[src/rtl/ref_slew_pkg.sv]
package ref_slew_pkg;

  typedef enum logic [1:0] {
    SUSP_NONE  = 2'b00,
    SUSP_UPPER = 2'b01,
    SUSP_LOWER = 2'b10,
    SUSP_LOWX  = 2'b11
  } susp_state_e;

  localparam int unsigned SUSP_CODES = 4;

endpackage

[src/rtl/slew_target_sel.sv]
module slew_target_sel
  import ref_slew_pkg::*;
#(
  parameter int unsigned CODE_W    = 5,
  parameter int unsigned HI_BASE   = 20,
  parameter int unsigned LO_BASE   = 4,
  parameter int unsigned SUSP_STEP = 2
) (
  input  logic [CODE_W-1:0] vid_code,
  input  logic [1:0]        susp_sel,
  input  logic [1:0]        susp_state,
  input  logic              run_en,
  output logic [CODE_W-1:0] target,
  output logic              offset_en
);

  logic [CODE_W-1:0] hi_tab [SUSP_CODES];
  logic [CODE_W-1:0] lo_tab [SUSP_CODES];

  for (genvar gi = 0; gi < SUSP_CODES; gi++) begin : g_tab
    assign hi_tab[gi] = CODE_W'(HI_BASE + gi * SUSP_STEP);
    assign lo_tab[gi] = CODE_W'(LO_BASE + gi * SUSP_STEP);
  end

  susp_state_e st;
  logic [CODE_W-1:0] sel_code;

  always_comb begin
    st = susp_state_e'(susp_state);
    unique case (st)
      SUSP_NONE:  sel_code = vid_code;
      SUSP_UPPER: sel_code = hi_tab[susp_sel];
      default:    sel_code = lo_tab[susp_sel];
    endcase
    target    = run_en ? sel_code : '0;
    offset_en = (st == SUSP_NONE);
  end

endmodule

[src/rtl/slew_stepper.sv]
module slew_stepper #(
  parameter int unsigned CODE_W = 5
) (
  input  logic              clk,
  input  logic              rst_n,
  input  logic              tick,
  input  logic [CODE_W-1:0] target,
  output logic [CODE_W-1:0] code,
  output logic              mismatch
);

  logic [CODE_W-1:0] code_q, code_d;
  logic              step_en;

  always_comb begin
    mismatch = (code_q != target);
    step_en  = tick && mismatch;
    code_d   = code_q;
    if (step_en) begin
      if (target > code_q) code_d = code_q + 1'b1;
      else                 code_d = code_q - 1'b1;
    end
  end

  always_ff @(posedge clk or negedge rst_n) begin
    if (!rst_n)       code_q <= '0;
    else if (step_en) code_q <= code_d;
  end

  assign code = code_q;

endmodule

[src/rtl/slew_blank_timer.sv]
module slew_blank_timer #(
  parameter int unsigned BLANK_TICKS = 24
) (
  input  logic clk,
  input  logic rst_n,
  input  logic tick,
  input  logic mismatch,
  input  logic pg_raw,
  input  logic uv_raw,
  output logic busy,
  output logic pgood,
  output logic uv_fault
);

  localparam int unsigned CNT_W = $clog2(BLANK_TICKS + 1);
  localparam logic [CNT_W-1:0] LAST = CNT_W'(BLANK_TICKS - 1);

  logic             blank_q, blank_d;
  logic [CNT_W-1:0] cnt_q, cnt_d;
  logic             pg_q, pg_d;
  logic             uv_q, uv_d;
  logic             open;

  always_comb begin
    blank_d = blank_q;
    cnt_d   = cnt_q;
    if (mismatch) begin
      blank_d = 1'b1;
      cnt_d   = '0;
    end else if (blank_q && tick) begin
      if (cnt_q == LAST) begin
        blank_d = 1'b0;
        cnt_d   = '0;
      end else begin
        cnt_d = cnt_q + 1'b1;
      end
    end
    open = !blank_q && !mismatch;
    pg_d = open ? pg_raw : pg_q;
    uv_d = open ? uv_raw : 1'b0;
  end

  always_ff @(posedge clk or negedge rst_n) begin
    if (!rst_n) begin
      blank_q <= 1'b1;
      cnt_q   <= '0;
      pg_q    <= 1'b0;
      uv_q    <= 1'b0;
    end else begin
      blank_q <= blank_d;
      cnt_q   <= cnt_d;
      pg_q    <= pg_d;
      uv_q    <= uv_d;
    end
  end

  assign busy     = blank_q;
  assign pgood    = pg_q;
  assign uv_fault = uv_q;

endmodule

[src/rtl/ref_slew_ctrl.sv]
module ref_slew_ctrl #(
  parameter int unsigned CODE_W      = 5,
  parameter int unsigned BLANK_TICKS = 24,
  parameter int unsigned HI_BASE     = 20,
  parameter int unsigned LO_BASE     = 4,
  parameter int unsigned SUSP_STEP   = 2
) (
  input  logic              clk,
  input  logic              rst_n,
  input  logic              slew_tick,
  input  logic [CODE_W-1:0] vid_code,
  input  logic [1:0]        susp_sel,
  input  logic [1:0]        susp_state,
  input  logic              run_en,
  input  logic              pg_raw,
  input  logic              uv_raw,
  output logic [CODE_W-1:0] dac_code,
  output logic              offset_en,
  output logic              pgood,
  output logic              uv_fault,
  output logic              busy
);

  logic [1:0]        rst_sync_q;
  logic              rst_int_n;
  logic [CODE_W-1:0] target;
  logic              mismatch;

  always_ff @(posedge clk or negedge rst_n) begin
    if (!rst_n) rst_sync_q <= 2'b00;
    else        rst_sync_q <= {rst_sync_q[0], 1'b1};
  end
  assign rst_int_n = rst_sync_q[1];

  slew_target_sel #(
    .CODE_W(CODE_W), .HI_BASE(HI_BASE), .LO_BASE(LO_BASE), .SUSP_STEP(SUSP_STEP)
  ) u_sel (
    .vid_code(vid_code), .susp_sel(susp_sel), .susp_state(susp_state),
    .run_en(run_en), .target(target), .offset_en(offset_en)
  );

  slew_stepper #(.CODE_W(CODE_W)) u_step (
    .clk(clk), .rst_n(rst_int_n), .tick(slew_tick), .target(target),
    .code(dac_code), .mismatch(mismatch)
  );

  slew_blank_timer #(.BLANK_TICKS(BLANK_TICKS)) u_blank (
    .clk(clk), .rst_n(rst_int_n), .tick(slew_tick), .mismatch(mismatch),
    .pg_raw(pg_raw), .uv_raw(uv_raw), .busy(busy), .pgood(pgood),
    .uv_fault(uv_fault)
  );

endmodule

[config.mk]
export PLATFORM = sky130hd
export DESIGN_NAME = ref_slew_ctrl
export DESIGN_NICKNAME = d
export VERILOG_FILES = /design/src/rtl/ref_slew_pkg.sv /design/src/rtl/slew_target_sel.sv /design/src/rtl/slew_stepper.sv /design/src/rtl/slew_blank_timer.sv /design/src/rtl/ref_slew_ctrl.sv
export SDC_FILE = /design/constraint.sdc
export NUM_CORES = 1
export LEC_CHECK = 0
export ABC_CLOCK_PERIOD_IN_PS = 800
export BUFFER_PORTS_ARGS = -buffer_cell sky130_fd_sc_hd__buf_2
export CORE_MARGIN = 4
export CORE_UTILIZATION = 45
export CTS_CLUSTER_DIAMETER = 60
export DETAILED_ROUTE_END_ITERATION = 10
export HOLD_SLACK_MARGIN = 0.08
export PLACE_DENSITY = 0.72
export SLEW_MARGIN = 25
export SYNTH_ARGS = -nofsm -noshare
export SYNTH_HDL_FRONTEND = slang
export SYNTH_SLANG_ARGS = --single-unit
export TNS_END_PERCENT = 20
[constraint.sdc]
create_clock -name clk -period 0.8 [get_ports clk]
set_input_delay 0.04 -clock clk [delete_from_list [all_inputs] [get_ports clk]]
set_output_delay 0.04 -clock clk [all_outputs]
set_load 0.1 [all_outputs]
Yosys cells after proc, flatten, opt, wreduce, memory -nomap -nowiden. Cells that the tools add are included.

Register bits after elaboration: 15. Input bits: 15. Output and inout port bits: 9. Word-level logic and storage cells: 40.

Add/subtract/negate cells: 3. Magnitude comparators: 2. Eq/ne operators: 3. Mux-type cells: 16. Bitwise logic cells: 1. Reductions and logical operators: 9.

Operators by type and width (count): $mux W5 (9); $bmux W5 S2 (2); $add A5 B1 Y5 const B (2); $pmux W5 S2 (1); $eq A5 B5 Y1 const B (1); $gt A5 B5 Y1 (1); $ne A5 B5 Y1 (1); $sub A5 B1 Y5 const B (1); $mux W1 (4); $reduce_bool A2 Y1 (2); $ge A3 B3 Y1 const B (1); $logic_and A1 B1 Y1 (3); $not A2 Y3 (1); $eq A2 B1 Y1 const B (1); $logic_not A1 Y1 (2); $logic_not A2 Y1 (1); $reduce_and A2 Y1 (1).

Depth between registers and ports, before layout.
Word-level depth: 10. Depth in mapped cells: 14. Depth with buffers taken out: 14.

Hierarchy. A second synthesis with hierarchy kept.

Cell total of the unflattened synthesis: 96. Area total of the unflattened synthesis: 942.2 um^2.

By module, submodules not included: slew_stepper (times used 1, cells each 45, area each 440.4 um^2, seq. area each 125.1 um^2); slew_blank_timer (times used 1, cells each 35, area each 364.1 um^2, seq. area each 201.4 um^2); slew_target_sel (times used 1, cells each 13, area each 83.8 um^2, seq. area each 0.0 um^2); ref_slew_ctrl (times used 1, cells each 3, area each 53.8 um^2, seq. area each 50.0 um^2).

Least setup slack after synthesis. Ideal clock, no wire load.

Path type: input -> register. Start: input port susp_state[0]. End: register u_step.code_q[4] (netlist: u_step.code[4]). Arrival: 3255 ps. Slack: -2614 ps. Stages: 14. Path buffers: 0. Cell sequence: nor2_1 nand2_1 a21boi_0 ha_1 nor2b_1 o21ai_1 nand2_1 nand2_1 ha_1 a21oi_1 nand2_1 nand3_1 nand3b_4 xnor2_1.

Cells in the longest elaborated chain, start to end: 5. Elaborated cells on any way between the ends: 8.

Ends and longest elaborated chain: from (decl) (line ref_slew_ctrl.sv:13) `input logic [1:0] susp_state,`; $eq A2 B1 Y1 or $logic_not A2 Y1 (tied branches) (line slew_target_sel.sv:30) `unique case (st)`; $pmux W5 S2 * (line slew_target_sel.sv:30); $mux W5 * (line slew_target_sel.sv:35) `target = run_en ? sel_code : '0;`; $gt A5 B5 Y1 or $ne A5 B5 Y1 (tied branches) (line slew_stepper.sv:20, slew_stepper.sv:16); $mux W5 or $logic_and A1 B1 Y1 (tied branches) (line slew_stepper.sv:20, slew_stepper.sv:17); to (signal assigned) (line slew_stepper.sv:27) `else if (step_en) code_q <= code_d;`; to (decl) (line slew_stepper.sv:12) `logic [CODE_W-1:0] code_q, code_d;`.

Mark *: on every way between the ends. The rest lies on a longest branch, timed or not. A chain may end at the register's enable or synchronous reset.

Worst setup path after layout.
Start: register u_step.code_q[3] (netlist: u_step.code[3]). End: register u_step.code_q[3] (netlist: u_step.code[3]).

Cells in the longest elaborated chain, start to end: 2. Elaborated cells on any way between the ends: 6.

Ends and longest elaborated chain: $sub A5 B1 Y5 (tied with other cells) (line slew_stepper.sv:21) `else code_d = code_q - 1'b1;`; $mux W5 or $logic_and A1 B1 Y1 (tied branches) (line slew_stepper.sv:20, slew_stepper.sv:17).

Parallel ways exist; a longest one is shown, timed or not.

==> results.md <==
- Synthesis-stage register bit count: 15
- Main flop type after synthesis: dfrtp_1
- Via count: 920
- Post-Syn Nets: 118
- Status: finished with violations
- CP startpoint kind: register
- Routed WL per cell: 17.4 µm
- Die height: 53.4 µm
- Clock latency on the worst-skew pair: 0.29 ns
- Async set or reset register ratio after synthesis: 100%
- Drt drc: 0
- Mean post-synth cell area: 9.97 µm²
- Worst-case vdd ir drop: 2.91 mV
- Synth Warn #: 0
- First-pass GRT wire length: 4620 µm
- Final Max Slew Viols: 0
- Post-Syn Area: 927 µm²
- # setup viols final: 21
- Total power: 0.00683 W
- Fmax: 0.452 GHz
- Max cap viols: 0
- Power Density: 4060 mW/mm²
- Root buffer cell: clkbuf_4
- Largest net degree at the start of global routing: 14
- Initial Util: 47.3%
- Post-route ant nets: 0
- Net count, final: 174
- RSZ-0062 raised after global routing: true
- CTS max path bufs: 2
- RePlAce Congestion: 0.819
- I/O Pins: 24
- Hold WS: 0.164 ns
- DR pass1 iterations: 4
- Post-Synthesis Cells: 93
- Hold Crit Class: in2reg
- Htree depth: 1
- Hpwl dp: 1820 µm
- CTS tree: built
- CP endpoint kind: register
- Fin Setup TNS: -13.91 ns
- 1st-iter DRT viols: 17
- Final hold violations: 0
- Yosys top cell area share: 37.8%
- Share of layout cells above drive strength 1: 61.5%
- Most common cell in the synthesized netlist: dfrtp_1
- Place WS: -1.55 ns
- Initial antenna violation count: 0
- Crit Path Category: reg2reg
- Dominant cell type by area after synthesis: dfrtp_1
- CTS Buf Count: 3
- Core area: 0.00196 mm²
- Crit path max fanout: 4
- Number of synthesized flops with an enable pin: 0
- Fraction of the cycle the final worst path needs: 276%
- Port Buffer Count: 23
- Grt total ovfl: 0
- Die ar.: 0.00285 mm²
- Drt total wl: 3040 µm
- Lkg Pwr: 0.767 nW
- Final min period: 2.21 ns
- Clock sinks: 15
- Failing checks: setup timing
- Ant diodes: 0
- Number of global-route vias before repair: 998
- CP required: 1.01 ns
- Num rows: 16
- GR Util All Layers: 22.7%
- CTS clk-pin slew, worst paths: 0.10 ns
- Clk_skew: 0.00144 ns
- Post-route worst setup slack: -1.41 ns
- DR vias/cell: 5.26
- Most frequent cells after synthesis: dfrtp_1, nand2_1, ha_1
- Post-synth cell types: 31
- Dominant cells by area after synthesis: dfrtp_1, ha_1, nand2_1
- CP arrival: 2.42 ns
- Die Wd: 53.4 µm
- Seq/Total Area, Yosys: 40.6%
- Synth-to-Final Area Change: 81.5%
[sequential cells by signal, indices dropped and copies added, names as in the netlist]
signal	cells
u_step.code	5
u_blank.uv_fault	1
u_blank.busy	1
rst_sync_q	2
u_blank.pgood	1
u_blank.cnt_q	5
[cell usage in the layout (no fill, tap or decap), drive strengths merged, types with 3 or more instances in the layout]
master and count:
buf 47, dfrtp 14, nand2 10, ha 9, a21oi 8, nor2 7
inv 6, o21ai 5, dlygate4sd3 4, xnor2 4, nand3 4, nor3b 3
clkbuf 3, and2 3
[cells by family after synthesis]
group / count (synthesis) / share of synthesized area, %
and+or+nand+nor: 34 / 22.0
AOI/OAI and AO/OA: 20 / 13.4
DFF: 15 / 40.6
adders and majority gates: 10 / 14.3
xor gates and xnor gates: 6 / 5.67
buffers and inverters: 6 / 2.43
other: 1 / 0.404
muxes: 1 / 1.21
[layer usage]
layer | up-vias | routed length (µm) | global-route usage, %
met5 | - | 0 | 0
met4 | 0 | 85 | 9.36
met3 | 12 | 96 | 3.66
met2 | 24 | 1730 | 40.8
met1 | 455 | 1130 | 26.3
li1 | 429 | - | -
[final timing paths]
path | start | to | slack [ns] | cells after the start
setup reg to reg | u_step.code[3] | u_step.code[3] | -1.41 | 12
setup / recovery | u_step.code[3] | u_step.code[3] | -1.41 | 12
hold / removal | slew_tick | u_step.code[0] | 0.16 | 4
max in group asynchronous | rst_n | rst_sync_q[1] | 0.10 | 3
hold reg to reg | rst_sync_q[1] | u_step.code[3] | 0.17 | 1
min in group asynchronous | rst_sync_q[1] | u_step.code[3] | 0.17 | 1
[worst max-delay path: stages, from the launching register on]
cell,delay [ns]
dfrtp_4,0.50
inv_4,0.08
ha_4,0.19
a21o_1,0.17
a21oi_2,0.18
nand2_2,0.09
nand2_4,0.12
ha_4,0.21
a21o_1,0.16
a21oi_2,0.14
xnor2_1,0.13
nand2_1,0.08
o21ai_0,0.08
[through the flow]
step,std cells,util (%),area [µm²]
detailed placement,164,71.7,1410
global route,175,85.8,1680
finish,175,85.8,1680
CTS,174,83.0,1630
global placement,164,71.7,1410
floorplan,93,-,966
[cell type report]
type	instances	area [µm²]
clock inverter	1	7.51
timing repair buffer	51	500
sequential	15	393
tap	27	33.8
clock buffer	3	22.5
multi-input combinational	72	696
inverter	6	30.0
fill	120	279
[where the power goes]
| part | total [W] | switching, W | internal, W | leakage (nW) |
|---|---|---|---|---|
| clock | 0.000468 | 0.000277 | 0.000190 | 0.0139 |
| sequential | 0.00113 | 0.000147 | 0.000979 | 0.185 |
| combinational | 0.00524 | 0.00275 | 0.00249 | 0.567 |
| total | 0.00683 | 0.00317 | 0.00366 | 0.767 |
[timing repair]
item,CTS,global route
endpoints found under the setup margin,21,21
setup buffers,2,1
hold buffers,4,0
endpoints found under the hold margin,4,0
pin swaps,16,9
resized for setup,30,9
Note: power is estimated with default switching activity, not from simulation.
